### src/rtl/fifo_chain_pkg.sv
package fifo_chain_pkg;
  localparam int unsigned DEF_WIDTH  = 18;
  localparam int unsigned DEF_DEPTH  = 8;
  localparam int unsigned DEF_STAGES = 4;

  // Bits needed to hold an occupancy value from 0 up to depth inclusive.
  function automatic int unsigned occ_bits(input int unsigned depth);
    return $clog2(depth + 1);
  endfunction
endpackage

### src/rtl/fifo_chain_stage.sv
module fifo_chain_stage #(
  parameter int unsigned WIDTH = fifo_chain_pkg::DEF_WIDTH,
  parameter int unsigned DEPTH = fifo_chain_pkg::DEF_DEPTH
) (
  input  logic             clk,
  input  logic             rst,
  input  logic             wr_en,
  input  logic [WIDTH-1:0] wr_data,
  input  logic             wr_pend,
  input  logic             rd_en,
  output logic [WIDTH-1:0] rd_data,
  output logic             empty,
  output logic             full
);
  localparam int unsigned AW = $clog2(DEPTH);
  localparam int unsigned CW = fifo_chain_pkg::occ_bits(DEPTH);

  logic [WIDTH-1:0] mem [DEPTH];
  logic [AW-1:0]    wp, rp;
  logic [CW-1:0]    cnt;
  logic [CW:0]      occ;
  logic             wr_ok, rd_ok;

  assign wr_ok = wr_en && (cnt != CW'(DEPTH));
  assign rd_ok = rd_en && (cnt != '0);
  assign empty = (cnt == '0);
  // An incoming word already committed by the link counts as occupied.
  assign occ   = {1'b0, cnt} + {{CW{1'b0}}, wr_pend};
  assign full  = (occ >= (CW+1)'(DEPTH));

  always_ff @(posedge clk) begin
    if (wr_ok) mem[wp] <= wr_data;
  end

  always_ff @(posedge clk) begin
    if (rst) begin
      wp      <= '0;
      rp      <= '0;
      cnt     <= '0;
      rd_data <= '0;
    end else begin
      if (wr_ok) wp <= wp + 1'b1;
      if (rd_ok) begin
        rp      <= rp + 1'b1;
        rd_data <= mem[rp];
      end
      case ({wr_ok, rd_ok})
        2'b10:   cnt <= cnt + 1'b1;
        2'b01:   cnt <= cnt - 1'b1;
        default: cnt <= cnt;
      endcase
    end
  end

  // a stage holding DEPTH words keeps that count unless it is read.
  p_no_overflow_r3: assert property (@(posedge clk) disable iff (rst)
    (cnt == CW'(DEPTH)) && !rd_en |=> (cnt == CW'(DEPTH)));

  // a read request on an empty stage leaves its output register alone.
  p_empty_read_hold_r4: assert property (@(posedge clk) disable iff (rst)
    (cnt == '0) && rd_en |=> $stable(rd_data));

  // occupancy never passes the stage depth.
  p_count_bound_r2: assert property (@(posedge clk) disable iff (rst)
    cnt <= CW'(DEPTH));
endmodule

### src/rtl/fifo_chain_link.sv
module fifo_chain_link (
  input  logic clk,
  input  logic rst,
  input  logic up_empty,
  input  logic dn_full,
  output logic up_rd,
  output logic dn_wr
);
  logic up_empty_dly;
  logic dn_full_dly;

  always_ff @(posedge clk) begin
    if (rst) begin
      up_empty_dly <= 1'b1;
      dn_full_dly  <= 1'b0;
    end else begin
      up_empty_dly <= up_empty;
      dn_full_dly  <= dn_full;
    end
  end

  assign up_rd = !up_empty && !dn_full;
  // The word read last clock now sits on the upstream output register.
  assign dn_wr = !up_empty_dly && !dn_full_dly;

  // every upstream pull is pushed downstream on the very next clock.
  p_push_follows_pull_r6: assert property (@(posedge clk) disable iff (rst)
    up_rd |=> dn_wr);

  // no downstream push without a pull one clock earlier.
  p_no_phantom_push_r8: assert property (@(posedge clk) disable iff (rst)
    dn_wr |-> $past(up_rd));
endmodule

### src/rtl/fifo_chain.sv
module fifo_chain #(
  parameter int unsigned WIDTH  = fifo_chain_pkg::DEF_WIDTH,
  parameter int unsigned DEPTH  = fifo_chain_pkg::DEF_DEPTH,
  parameter int unsigned STAGES = fifo_chain_pkg::DEF_STAGES
) (
  input  logic             clk,
  input  logic             rst,
  input  logic             wr_n,
  input  logic [WIDTH-1:0] wr_data,
  output logic             wr_full,
  input  logic             rd_n,
  output logic [WIDTH-1:0] rd_data,
  output logic             rd_empty
);
  localparam int unsigned LINKS = STAGES - 1;

  logic [WIDTH-1:0] st_din  [STAGES];
  logic [WIDTH-1:0] st_dout [STAGES];
  logic [STAGES-1:0] st_wr, st_rd, st_pend, st_empty, st_full;
  logic [LINKS-1:0]  lk_rd, lk_wr;

  for (genvar k = 0; k < STAGES; k++) begin : g_stage
    if (k == 0) begin : g_head
      assign st_wr[k]   = !wr_n;
      assign st_din[k]  = wr_data;
      assign st_pend[k] = 1'b0;
    end else begin : g_body
      assign st_wr[k]   = lk_wr[k-1];
      assign st_din[k]  = st_dout[k-1];
      assign st_pend[k] = lk_wr[k-1];
    end

    if (k == STAGES - 1) begin : g_tail
      assign st_rd[k] = !rd_n;
    end else begin : g_link
      fifo_chain_link u_link (
        .clk      (clk),
        .rst      (rst),
        .up_empty (st_empty[k]),
        .dn_full  (st_full[k+1]),
        .up_rd    (lk_rd[k]),
        .dn_wr    (lk_wr[k])
      );
      assign st_rd[k] = lk_rd[k];
    end

    fifo_chain_stage #(
      .WIDTH (WIDTH),
      .DEPTH (DEPTH)
    ) u_stage (
      .clk     (clk),
      .rst     (rst),
      .wr_en   (st_wr[k]),
      .wr_data (st_din[k]),
      .wr_pend (st_pend[k]),
      .rd_en   (st_rd[k]),
      .rd_data (st_dout[k]),
      .empty   (st_empty[k]),
      .full    (st_full[k])
    );
  end

  assign wr_full  = st_full[0];
  assign rd_empty = st_empty[STAGES-1];
  assign rd_data  = st_dout[STAGES-1];

  // the edge after a reset leaves the chain idle.
  p_reset_idle_r1: assert property (@(posedge clk)
    $past(rst) |-> (rd_empty && !wr_full && (rd_data == '0)));

  // the output register moves only on an accepted read.
  p_rdata_moves_on_read_r7: assert property (@(posedge clk) disable iff (rst)
    !(!rd_n && !rd_empty) |=> $stable(rd_data));
endmodule

### config.mk
export PLATFORM = sky130hd
export DESIGN_NAME = fifo_chain
export DESIGN_NICKNAME = d
export VERILOG_FILES = /design/src/rtl/fifo_chain_pkg.sv /design/src/rtl/fifo_chain_stage.sv /design/src/rtl/fifo_chain_link.sv /design/src/rtl/fifo_chain.sv
export SDC_FILE = /design/constraint.sdc
export NUM_CORES = 1
export LEC_CHECK = 0
export BUFFER_PORTS_ARGS = -buffer_cell sky130_fd_sc_hd__buf_2
export CELL_PAD_IN_SITES_DETAIL_PLACEMENT = 0
export CELL_PAD_IN_SITES_GLOBAL_PLACEMENT = 1
export CORE_ASPECT_RATIO = 2
export CORE_MARGIN = 2
export CORE_UTILIZATION = 40
export CTS_CLUSTER_DIAMETER = 100
export CTS_CLUSTER_SIZE = 10
export DETAILED_ROUTE_END_ITERATION = 16
export HOLD_SLACK_MARGIN = 0.15
export PLACE_DENSITY_LB_ADDON = 0.25
export SYNTH_ARGS = -nofsm -noshare
export SYNTH_HDL_FRONTEND = slang
export SYNTH_SLANG_ARGS = --single-unit
### constraint.sdc
create_clock -name clk -period 3.28 [get_ports clk]
set_input_delay 0.492 -clock clk [delete_from_list [all_inputs] [get_ports clk]]
set_output_delay 0.492 -clock clk [all_outputs]
set_load 0.02 [all_outputs]
### Word-level counts from Yosys, hierarchy flattened

Memories as Yosys holds them, arrays and structs flattened. A register that Yosys moved wholly into a read port is not among the register bits.
Cells that the tools add are included.

| word-level totals | value |
|---|---|
| flip-flop bits (word level) | 46 |
| memory bits (writable) | 576 |
| bits of input ports | 22 |
| output and inout port bits | 20 |
| word-level logic and storage cells | 109 |
| memories kept | 4 |

| cells by class | value |
|---|---|
| add/subtract/negate cells | 19 |
| order comparisons | 4 |
| equality and inequality tests | 12 |
| mux-type cells | 12 |
| reductions and logical operators | 40 |

Memories:

| memory | depth | width | read ports | clocked after Yosys merged registers in | wr ports | RTL line | source |
|---|---|---|---|---|---|---|---|
| g_stage[0].u_stage.mem | 8 | 18 | 1 | 1 | 1 | fifo_chain_stage.sv:18 | `logic [WIDTH-1:0] mem [DEPTH];` |
| g_stage[1].u_stage.mem | 8 | 18 | 1 | 1 | 1 | fifo_chain_stage.sv:18 |  |
| g_stage[2].u_stage.mem | 8 | 18 | 1 | 1 | 1 | fifo_chain_stage.sv:18 |  |
| g_stage[3].u_stage.mem | 8 | 18 | 1 | 1 | 1 | fifo_chain_stage.sv:18 |  |

Operator list:

| kind | number |
|---|---|
| case mux 4 bit (2 select lines) | 4 |
| adder 3 x 1 -> 3 bit (second input constant) | 8 |
| adder 4 x 1 -> 4 bit (second input constant) | 4 |
| logical NOT 4 bit | 4 |
| inequality test 4 bit (second input constant) | 4 |
| nonzero test 4 bit | 4 |
| subtractor 4 x 1 -> 4 bit (second input constant) | 4 |
| adder 4 x 1 -> 5 bit | 3 |
| greater-or-equal comparator 5 x 4 -> 1 bit (second input constant) | 3 |
| logical AND 1 bit | 14 |
| logical NOT 1 bit | 14 |
| == test 2 x 1 -> 1 bit (second input constant) | 4 |
| == test 2 bit (second input constant) | 4 |
| 2-to-1 mux 1 bit | 8 |
| nonzero test 2 bit | 4 |
| greater-or-equal comparator 4 bit (second input constant) | 1 |

### Longest topological paths before layout

Gate-level depths: netlist of the first run.

| logic depth | value |
|---|---|
| depth in word-level cells | 9 |
| depth in mapped cells | 13 |
| gate-level depth less buffers | 12 |

### Cells and area by module

From an unflattened synthesis of the first run, not the netlist that was laid out.

| second synthesis, totals | value |
|---|---|
| cell total of the unflattened synthesis | 1,397 |
| area, all modules | 26,566.7 um^2 |

Modules (own cells, without submodules):

| module | instances | cells each | area each (um^2) | sequential area each (um^2) |
|---|---|---|---|---|
| fifo_chain_stage | 4 | 344 | 6,593.8 | 4,884.7 |
| fifo_chain_link | 3 | 6 | 60.1 | 40.0 |
| fifo_chain | 1 | 3 | 11.3 | 0.0 |

### Least setup slack after synthesis of the first run

No wires, ideal clock.

| timing | value |
|---|---|
| path kind | register to register |
| start point | register g_stage[0].u_stage.cnt[0] |
| end point | memory g_stage[0].u_stage.mem[2][0] in the netlist's numbering (enable) |
| setup time | 446 ps |
| arrival time | 2,901 ps |
| data required time | 2,834 ps |
| setup slack | -67 ps |
| cell stages (with the launch flop) | 5 |
| buffers on the path | 0 |
| clock period less this slack | 3,347 ps |
| path through | dfxtp_1 nor3_1 a21oi_1 inv_1 nor4b_1 |

| between the ends | value |
|---|---|
| word-level cells in the longest chain between the ends | 4 |

RTL lines:

| item | RTL line | source |
|---|---|---|
| start, declared | fifo_chain_stage.sv:20 | `logic [CW-1:0] cnt;` |
| start signal, assigned | fifo_chain_stage.sv:48 | `2'b10: cnt <= cnt + 1'b1;` |
| start signal, assigned | fifo_chain_stage.sv:49 | `2'b01: cnt <= cnt - 1'b1;` |
| start signal, assigned | fifo_chain_stage.sv:50 | `default: cnt <= cnt;` |
| inequality test 4 bit | fifo_chain_stage.sv:24 | `assign wr_ok = wr_en && (cnt != CW'(DEPTH));` |
| logical AND 1 bit | fifo_chain_stage.sv:24 |  |
| 2-to-1 mux 1 bit | fifo_chain_stage.sv:32 | `if (wr_ok) mem[wp] <= wr_data;` |
| 2-to-1 mux 1 bit (not written as such) | fifo_chain_stage.sv:32 |  |
| end, declared | fifo_chain_stage.sv:18 |  |

Every way passes these cells.

### Final worst setup path of the first run

| timing | value |
|---|---|
| start point | register g_stage[1].u_stage.cnt[0] |
| end point | register g_stage[0].u_stage.cnt[3] |

| between the ends | value |
|---|---|
| word-level cells in the longest chain between the ends | 7 |
| elaborated cells between the ends (all ways) | 9 |
| those cells by class | add/sub (1); order compare (1); eq/ne (2); mux (1); reduce/logical (4) |

RTL lines:

| item | RTL line | source |
|---|---|---|
| start, declared | fifo_chain_stage.sv:20 |  |
| start signal, assigned | fifo_chain_stage.sv:48 |  |
| start signal, assigned | fifo_chain_stage.sv:49 |  |
| start signal, assigned | fifo_chain_stage.sv:50 |  |
| adder 4 x 1 -> 5 bit (*) | fifo_chain_stage.sv:28 | `assign occ = {1'b0, cnt} + {{CW{1'b0}}, wr_pend};` |
| greater-or-equal comparator 5 x 4 -> 1 bit (*) | fifo_chain_stage.sv:29 | `assign full = (occ >= (CW+1)'(DEPTH));` |
| logical NOT 1 bit (*) | fifo_chain_link.sv:22 | `assign up_rd = !up_empty && !dn_full;` |
| logical AND 1 bit (*) | fifo_chain_link.sv:22 |  |
| logical AND 1 bit (*) | fifo_chain_stage.sv:25 | `assign rd_ok = rd_en && (cnt != '0);` |
| named net g_stage[0].u_stage.rd_ok | fifo_chain_stage.sv:22 | `logic wr_ok, rd_ok;` |
| == test 2 x 1 -> 1 bit or == test 2 bit (tied branches) | fifo_chain_stage.sv:47 | `case ({wr_ok, rd_ok})` |
| case mux 4 bit (2 select lines) or nonzero test 2 bit (tied branches) | n/a |  |

Mark *: on every way through the listed nets, which the timed path passes. The rest lies on a longest branch.
A chain may end at the register's enable or synchronous reset.

==> results.yml, run 1 <==
outcome:
  status: "finished, final reports clean"
worst_setup_path:
  slowest_delay_ns: 0.47
  crit_family: "adder cells"
  rr_worst_depth: 10
  cp.depth: 10
  critPathKind: "flop to flop"
  cp-start-kind: "flop"
  path_common_cell: "ha_1"
  crit_path_end_kind: "flop"
  path_max_fanout: 6
  critical_path_buf_inv_count: 0
  path_cells: "ha_1, ha_1, nand4b_1, a211oi_4, ha_1, ha_1, a21oi_1, a21oi_1, or4_1, a21oi_1"
  worstPathArrival_ns: 3.41
  cp_data_required_time_ns: 3.81
  slowest_stage: "or4_1"
clock_network:
  cts_root_buf: "clkbuf_16"
  cts_max_level: 3
  ctsLongestPathBuffers: 3
  postCtsSetupRepairBufs: 0
  insertion_delay_ns: 0.60
  ctsResizeCount: 0
  cts_sinks: 694
  cts_made_buffers: 79
  cts_tree: "yes"
  cts.clk_slew.worst_paths_ns: 0.06
sta:
  timing.setup.tns_ns: 0
  timing.fmax_ghz: 0.348
  period_needed_ns: 2.88
  drv_slew: 0
  worst_pin_slew_ns: 0.623
  slew_headroom_pct: 58.1
  skew_ns: 0.0171
  rsz0062_at_grt: "no"
  setup_violations: 0
  timing.final.crit_share_pct: 87.7
  hold_viol: 0
place:
  gp_congestion: 0.703
  numPortBuffers: 41
  hpwl_mm: 30.5
  dpl.cell_count: 2250
job:
  maxCapViolCount: 0
synthesis:
  synthCells: 1345
  yosysTopAreaCell: "edfxtp_1"
  ys_top_cells_by_area: "edfxtp_1, mux4_2, dfxtp_1, mux2_2, nor2_1"
  syn_avg_cell_area_um2: 19.7
  ys_seq_elements: 694
  seq_area_frac_synth_pct: 74.0
  synth_fp_nets: 1397
  ys_warn_count: 0
  synth_top_area_share_pct: 65.1
  synth_area_mm2: 0.0266
  yosys.cell_types.count: 53
floorplan:
  die_y_um: 368
  start_util_pct: 40.4
  io_pins: 42
  die_area_mm2: 0.0686
  fp.coreArea_mm2: 0.0657
  num_rows: 133
  die_x_um: 186
global_route:
  grt_pass1_vias: 13700
  antenna_found_initial: 0
  grt_pass1_wl_mm: 78.1
  grt.overflow.total: 0
  grtUsageTotal_pct: 15.2
  grt_max_degree: 41
min_path:
  min_path_cells: 1
  hold_path.class: "input pin to flop"
power_and_ir_drop:
  ir_drop_mv: 0.494
  p_leak_nw: 9.92
  power.density_mw_per_mm2: 850
route:
  drt-initial-drc-count: 654
  ant_nets: 0
  routed_wl_mm: 49.6
  drc_errors: 0
  dr.pass1.iters: 4
  via_per_inst: 5.09
  vias: 12300
  post_drt_wl_per_cell_um: 20.6
cells_and_area:
  drive_gt1_share_pct: 26.6
  layout.nets: 1521
  syn_to_final_growth_pct: 14.8
  num_antenna_cells: 0
  fill_cells: 5572
  final_cells: 2410
[metrics by stage]
stage / setup slack [ns] / power (mW) / utilization, % / hold WS (ns) / area (um2)
final: 0.404 / 25.9 / 46.4 / 0.184 / 30500
after global routing: 0.210 / 27.4 / 46.4 / 0.173 / 30500
after CTS: 0.392 / 26.4 / 46.4 / 0.150 / 30500
after detailed placement: 0.433 / 18.4 / 42.6 / 0.478 / 28000
after global placement: 0.479 / 18.2 / 42.6 / 0.472 / 28000
after floorplan: 0.152 / 16.7 / - / 0.462 / 26600
[registers in the layout (all words and copies together), names as in the netlist]
name / count
g_stage.g_link.u_link.dn_full_dly: 3
g_stage.g_link.u_link.up_empty_dly: 3
g_stage.u_stage.cnt: 16
g_stage.u_stage.mem: 576
g_stage.u_stage.rd_data: 72
g_stage.u_stage.rp: 12
g_stage.u_stage.wp: 12
[path summary, 6_finish.rpt]
check                                      from                             to  slack (ns)
setup / recovery      g_stage[1].u_stage.cnt[0]      g_stage[0].u_stage.cnt[3]        0.40
hold / removal                       wr_data[3]   g_stage[0].u_stage.mem[0][3]        0.18
setup reg to reg      g_stage[1].u_stage.cnt[0]      g_stage[0].u_stage.cnt[3]        0.40
hold reg to reg   g_stage[3].u_stage.rd_data[0]  g_stage[3].u_stage.rd_data[0]        0.49
[power by group]
part           switching [mW]  internal, mW
combinational            2.99          2.82
sequential              0.974          11.2
clock                    3.33          4.60
[placed cells by master, fill, tap and decap left out, types with 4 or more instances in the layout]
cell	n
mux4_1	12
mux4_2	132
mux2i_1	25
fa_1	4
nor2_2	11
or4_1	5
o22ai_1	17
nand2b_1	7
buf_12	4
dlygate4sd3_1	15
nor3_1	7
clkbuf_1	58
xor2_1	11
o31ai_1	4
dfxtp_1	114
mux2_2	36
nor3_2	19
edfxtp_1	576
nand3_1	11
and3_1	4
inv_6	4
ha_1	26
dfxtp_2	4
a21oi_1	32
a211oi_1	19
clkbuf_16	80
xnor2_1	7
buf_2	40
nor2_1	88
a22o_1	36
inv_1	16
nand2_1	14
buf_4	52
[synth_stat cells (all sizes together)]
cell    instances
inv            17
nor3b           2
clkbuf         19
mux2i          25
a31o            1
and4b           3
a21oi          32
xnor2           7
mux4          144
nand3b          2
fa              4
nand2b          7
and3            4
a21bo           2
dfxtp         118
or4b            3
nor3           26
nand4b          3
o22ai          17
nand3          13
nor2          101
nor4            4
mux2           36
o31ai           4
buf            49
a211oi         23
or4             5
xor2           11
nand2          14
edfxtp        576
nor4b           2
o21ai           1
a22o           36
or2             6
ha             26
nor2b           2
[logic make-up (layout without fill, tap and decap cells)]
logic type	Yosys count	in the layout	synth area share, %
xor gates and xnor gates	18	18	0.594
buffers and inverters	85	273	1.81
adders and majority gates	30	30	1.53
DFF	694	694	74.0
and+or+nand+nor	197	197	3.98
muxes	205	205	14.8
AOI/OAI and AO/OA	116	116	3.21
[layout make-up]
class / count / area, um2 / share of cell area, %
inverter: 17 / 63.8 / 0.209
sequential: 694 / 19700 / 64.5
tap: 877 / 1100 / 3.60
clock buffer: 138 / 2220 / 7.28
multi-input combinational: 566 / 6540 / 21.4
timing repair buffer: 111 / 821 / 2.69
clock inverter: 7 / 93.8 / 0.308
[worst reg2reg max path, delay by kind of cell, from the launching register on]
family | cells | cell delay [ns]
AO/OA/AOI/OAI | 4 | 0.76
adder cells (fa/ha/maj) | 4 | 0.96
flip-flops | 1 | 0.37
AND/OR/NAND/NOR | 2 | 0.72
[per-layer routing]
metal	up-vias	part of all wire, %	GRT usage [%]
met3	78	2.9	2.47
met5	-	0	0
li1	5689	-	-
met2	168	60	31.0
met4	0	2.1	4.60
met1	6335	35	15.0
[timing repair]
action                                  CTS  global route
hold buffers                             15             0
endpoints found under the setup margin    0             0
hold endpoints to repair                115             0
Note: power is estimated with default switching activity, not from simulation.
==> run 2: changes to the inputs <==
- CELL_PAD_IN_SITES_DETAIL_PLACEMENT: 0 -> 1
==> results.yml, run 2 (same netlist as run 1, synthesis figures left out) <==
floorplan:
  die_x_um: 186
  die_area_mm2: 0.0686
  num_rows: 133
  io_pins: 42
  fp.coreArea_mm2: 0.0657
  start_util_pct: 40.4
  die_y_um: 368
clock_network:
  insertion_delay_ns: 0.61
  cts.clk_slew.worst_paths_ns: 0.06
  postCtsSetupRepairBufs: 0
  cts_max_level: 3
  cts_hold_buf: 17
  ctsResizeCount: 0
  cts_made_buffers: 79
  cts_sinks: 694
  ctsLongestPathBuffers: 3
  cts_tree: "yes"
  cts_root_buf: "clkbuf_16"
route:
  via_per_inst: 5.19
  drc_errors: 0
  ant_nets: 0
  vias: 12500
  routed_wl_mm: 52.3
  drt-initial-drc-count: 646
  dr.pass1.iters: 4
  post_drt_wl_per_cell_um: 21.7
cells_and_area:
  mostFrequentLayoutCells: "edfxtp_1, mux4_2, dfxtp_1"
  fin_area_mm2: 0.0305
  largest_reg_flops: 576
  drive_gt1_share_pct: 26.6
  layout.nets: 1523
  syn_to_final_growth_pct: 14.9
  largest_register: "g_stage.u_stage.mem"
  reg_top3: "g_stage.u_stage.mem (576), g_stage.u_stage.rd_data (72), g_stage.u_stage.cnt (16)"
  final_cells: 2412
  num_antenna_cells: 0
  final_common_cell: "edfxtp_1"
worst_setup_path:
  path_max_fanout: 6
  cp-start-kind: "flop"
  rrSetupSlack_ns: 0.37
  cp_data_required_time_ns: 3.81
  crit_path_end_kind: "flop"
  worstPathArrival_ns: 3.44
  critPathKind: "flop to flop"
sta:
  period_needed_ns: 2.91
  worst_pin_slew_ns: 0.648
  timing.setup.tns_ns: 0
  rsz0062_at_grt: "no"
  timing.final.crit_share_pct: 88.8
  timing.fmax_ghz: 0.343
  drv_slew: 0
  hold_viol: 0
  setup_violations: 0
  skew_ns: 0.0194
  slew_headroom_pct: 56.4
global_route:
  grt_pass1_wl_mm: 82.4
  grt_pass1_vias: 14200
  grtUsageTotal_pct: 16.0
  antenna_found_initial: 0
  grt.overflow.total: 0
  grt_max_degree: 41
place:
  gp_congestion: 0.703
  hpwl_mm: 32.6
  dpl.cell_count: 2250
  numPortBuffers: 41
  placed_area_mm2: 0.0280
outcome:
  status: "finished, final reports clean"
job:
  maxCapViolCount: 0
power_and_ir_drop:
  p_leak_nw: 9.93
  ir_drop_mv: 0.681
  power.density_mw_per_mm2: 855
min_path:
  hold_path.class: "input pin to flop"
run 2: cell types whose count changed in the layout (fill, tap and decap cells not counted), sizes merged:
cell	previous run	this run
dlygate4sd3	15	17
run 2: cell type report:
| type | instances | area [um2] |
|---|---|---|
| Sequential cell | 694 | 19700 |
| Timing Repair Buffer | 113 | 841 |
| Inverter | 17 | 63.8 |
| Clock inverter | 7 | 93.8 |
| Tap cell | 877 | 1100 |
| Fill cell | 6102 | 35200 |
| Multi-Input combinational cell | 566 | 6540 |
| Clock buffer | 138 | 2220 |
run 2: worst max-delay path, stage by stage (launching register included):
cell and delay, ns:
dfxtp_1 0.36, ha_1 0.25, ha_1 0.19, nand4b_1 0.25, a211oi_4 0.32, ha_1 0.24
ha_1 0.29, a21oi_1 0.21, a21oi_1 0.11, or4_1 0.47, a21oi_1 0.14
run 2: where the power goes:
| group | internal (mW) | switching, mW | total, mW |
|---|---|---|---|
| Combinational | 2.82 | 3.07 | 5.89 |
| Clock | 4.60 | 3.36 | 7.96 |
| Sequential | 11.2 | 1.01 | 12.2 |
run 2: per-layer routing:
layer | GRT usage, % | vias up | wire (um) | part of all wire [%]
met5 | 0 | - | 0 | 0
met4 | 5.27 | 0 | 1190 | 2.3
met3 | 2.63 | 81 | 1600 | 3.1
met2 | 32.3 | 205 | 31100 | 59
met1 | 16.1 | 6527 | 18400 | 35
li1 | - | 5697 | - | -
run 2: per-stage QoR:
stage	worst slack [ns]	utilization (%)	hold slack (ns)	power, mW
after global routing	0.119	46.4	0.176	27.5
final	0.367	46.4	0.179	26.1
after CTS	0.349	46.4	0.151	26.6
after detailed placement	0.365	42.6	0.480	18.5
after global placement	0.479	42.6	0.472	18.2
after floorplan	0.152	-	0.462	16.7
run 2: final timing paths:
path | cells after the start | to | start
min | 1 | g_stage[0].u_stage.mem[6][16] | wr_data[16]
max | 10 | g_stage[0].u_stage.cnt[3] | g_stage[1].u_stage.cnt[0]
min reg2reg | 2 | g_stage[3].u_stage.rd_data[4] | g_stage[3].u_stage.rd_data[4]
max reg2reg | 10 | g_stage[0].u_stage.cnt[3] | g_stage[1].u_stage.cnt[0]
==> run 3: changes to the inputs <==
==> constraint.sdc (replaced) <==
create_clock -name clk -period 3.28 [get_ports clk]
set_input_delay 0.328 -clock clk [delete_from_list [all_inputs] [get_ports clk]]
set_output_delay 0.328 -clock clk [all_outputs]
set_load 0.02 [all_outputs]
==> results.yml, run 3 (same netlist as run 1, synthesis figures left out) <==
route:
  ant_nets: 0
  drt-initial-drc-count: 604
  via_per_inst: 5.25
  drc_errors: 0
  post_drt_wl_per_cell_um: 21.5
  vias: 12700
  dr.pass1.iters: 5
  routed_wl_mm: 52.0
cells_and_area:
  layout.nets: 1529
  syn_to_final_growth_pct: 15.0
  drive_gt1_share_pct: 26.6
  final_core_util_pct: 46.5
  largest_reg_flops: 576
  reg_top3: "g_stage.u_stage.mem (576), g_stage.u_stage.rd_data (72), g_stage.u_stage.cnt (16)"
  num_antenna_cells: 0
  largest_register: "g_stage.u_stage.mem"
  mostFrequentLayoutCells: "edfxtp_1, mux4_2, dfxtp_1"
  final_common_cell: "edfxtp_1"
power_and_ir_drop:
  ir_drop_mv: 0.585
  switching_power_mw: 7.43
  power.internal_mw: 18.6
  pwr-share-comb_pct: 22.6
  p_leak_nw: 9.95
  p_sw_share_pct: 28.5
  power.density_mw_per_mm2: 853
  pwr-share-clk_pct: 30.5
  p_seq_share_pct: 46.9
clock_network:
  insertion_delay_ns: 0.60
  cts_max_level: 3
  ctsResizeCount: 0
  cts_root_buf: "clkbuf_16"
  cts.clk_slew.worst_paths_ns: 0.06
  cts_tree: "yes"
  ctsLongestPathBuffers: 3
  cts_hold_buf: 21
  cts_sinks: 694
  postCtsSetupRepairBufs: 0
  cts_made_buffers: 79
worst_setup_path:
  slowest_delay_ns: 0.47
  path_max_fanout: 6
  critical_path_buf_inv_count: 0
  crit_family: "adder cells"
  crit_path_end_kind: "flop"
  cp-start-kind: "flop"
  slowest_stage: "or4_1"
  worstPathArrival_ns: 3.44
  critPathKind: "flop to flop"
  path_cells: "ha_1, ha_1, nand4b_1, a211oi_4, ha_1, ha_1, a21oi_1, a21oi_1, or4_1, a21oi_1"
  cp_data_required_time_ns: 3.81
  critPathLaunch: "g_stage[3].u_stage.cnt[0]"
  path_common_cell: "ha_1"
  reg2reg_from: "g_stage[3].u_stage.cnt[0]"
place:
  hpwl_mm: 32.5
  gp_congestion: 0.680
  numPortBuffers: 41
floorplan:
  io_pins: 42
  die_x_um: 186
  start_util_pct: 40.4
  die_area_mm2: 0.0686
  die_y_um: 368
  fp.coreArea_mm2: 0.0657
  num_rows: 133
sta:
  timing.fmax_ghz: 0.343
  drv_slew: 0
  setup_violations: 0
  hold_viol: 0
  slew_headroom_pct: 40.6
  timing.final.crit_share_pct: 88.8
  rsz0062_at_grt: "no"
  timing.setup.tns_ns: 0
  worst_pin_slew_ns: 0.891
  skew_ns: 0.0153
  period_needed_ns: 2.91
global_route:
  antenna_found_initial: 0
  grtUsageTotal_pct: 15.9
  grt_pass1_vias: 14200
  grt_max_degree: 41
  grt_pass1_wl_mm: 82.3
  grt.overflow.total: 0
outcome:
  status: "finished, final reports clean"
min_path:
  hold_path_startpoint: "g_stage[3].u_stage.rd_data[5]"
  hold_path.class: "flop to flop"
job:
  maxCapViolCount: 0
-- run 3: changes by cell type in the layout (fill, tap and decap cells not counted) --
| cell | change |
|---|---|
| buf_12 | -1 |
| buf_4 | +3 |
| clkbuf_1 | -1 |
| clkinv_16 | -1 |
| clkinv_8 | +1 |
| dlygate4sd3_1 | +4 |
| inv_16 | +1 |
| inv_6 | -1 |
-- run 3: worst register-to-register path, delay by kind of cell, from the launching register on --
| kind | cells | cell delay (ns) |
|---|---|---|
| adders and majority gates | 4 | 0.98 |
| AOI/OAI and AO/OA | 4 | 0.78 |
| and+or+nand+nor | 2 | 0.73 |
| DFF | 1 | 0.36 |
-- run 3: stage by stage --
step / cell area, um2 / instances / total power [mW] / hold slack, ns / worst slack (ns)
after floorplan: 26600 / 1345 / 16.7 / 0.427 / 0.152
after global placement: 28000 / 2252 / 18.2 / 0.474 / 0.494
after detailed placement: 28000 / 2252 / 18.5 / 0.479 / 0.363
after CTS: 30600 / 2417 / 26.5 / 0.487 / 0.347
after global routing: 30600 / 2417 / 27.5 / 0.513 / 0.126
final: 30600 / 2417 / 26.1 / 0.489 / 0.368
-- run 3: final timing paths --
kind	end	slack (ns)	cells past startpoint
worst min-delay path	g_stage[3].u_stage.rd_data[5]	0.49	2
worst max-delay path	g_stage[2].u_stage.cnt[3]	0.37	10
worst max register to register	g_stage[2].u_stage.cnt[3]	0.37	10
worst min register to register	g_stage[3].u_stage.rd_data[5]	0.49	2
-- run 3: power by group through the flow --
stage | registers, mW | logic [mW] | clock network, mW
global placement | 12.3 | 5.85 | 0
finish | 12.2 | 5.88 | 7.95
floorplan | 12.1 | 4.59 | 0
CTS | 12.3 | 6.05 | 8.20
global route | 12.5 | 6.53 | 8.49
detailed placement | 12.5 | 5.99 | 0
-- run 3: area by class of cell --
cell class	instances	area, um2
clock buffers	137	2220
clock inverters	7	91.3
fillers	6062	35200
inverters	17	63.8
multi-input cells	566	6540
flip-flops and latches	694	19700
well taps	877	1100
repair buffers	119	883
-- run 3: metal layers --
layer,global-route usage (%),up-vias,part of all wire [%]
li1,-,5700,-
met1,16.4,6703,36
met2,31.7,192,59
met3,2.67,84,3.2
met4,4.89,0,2.2
met5,0,-,0
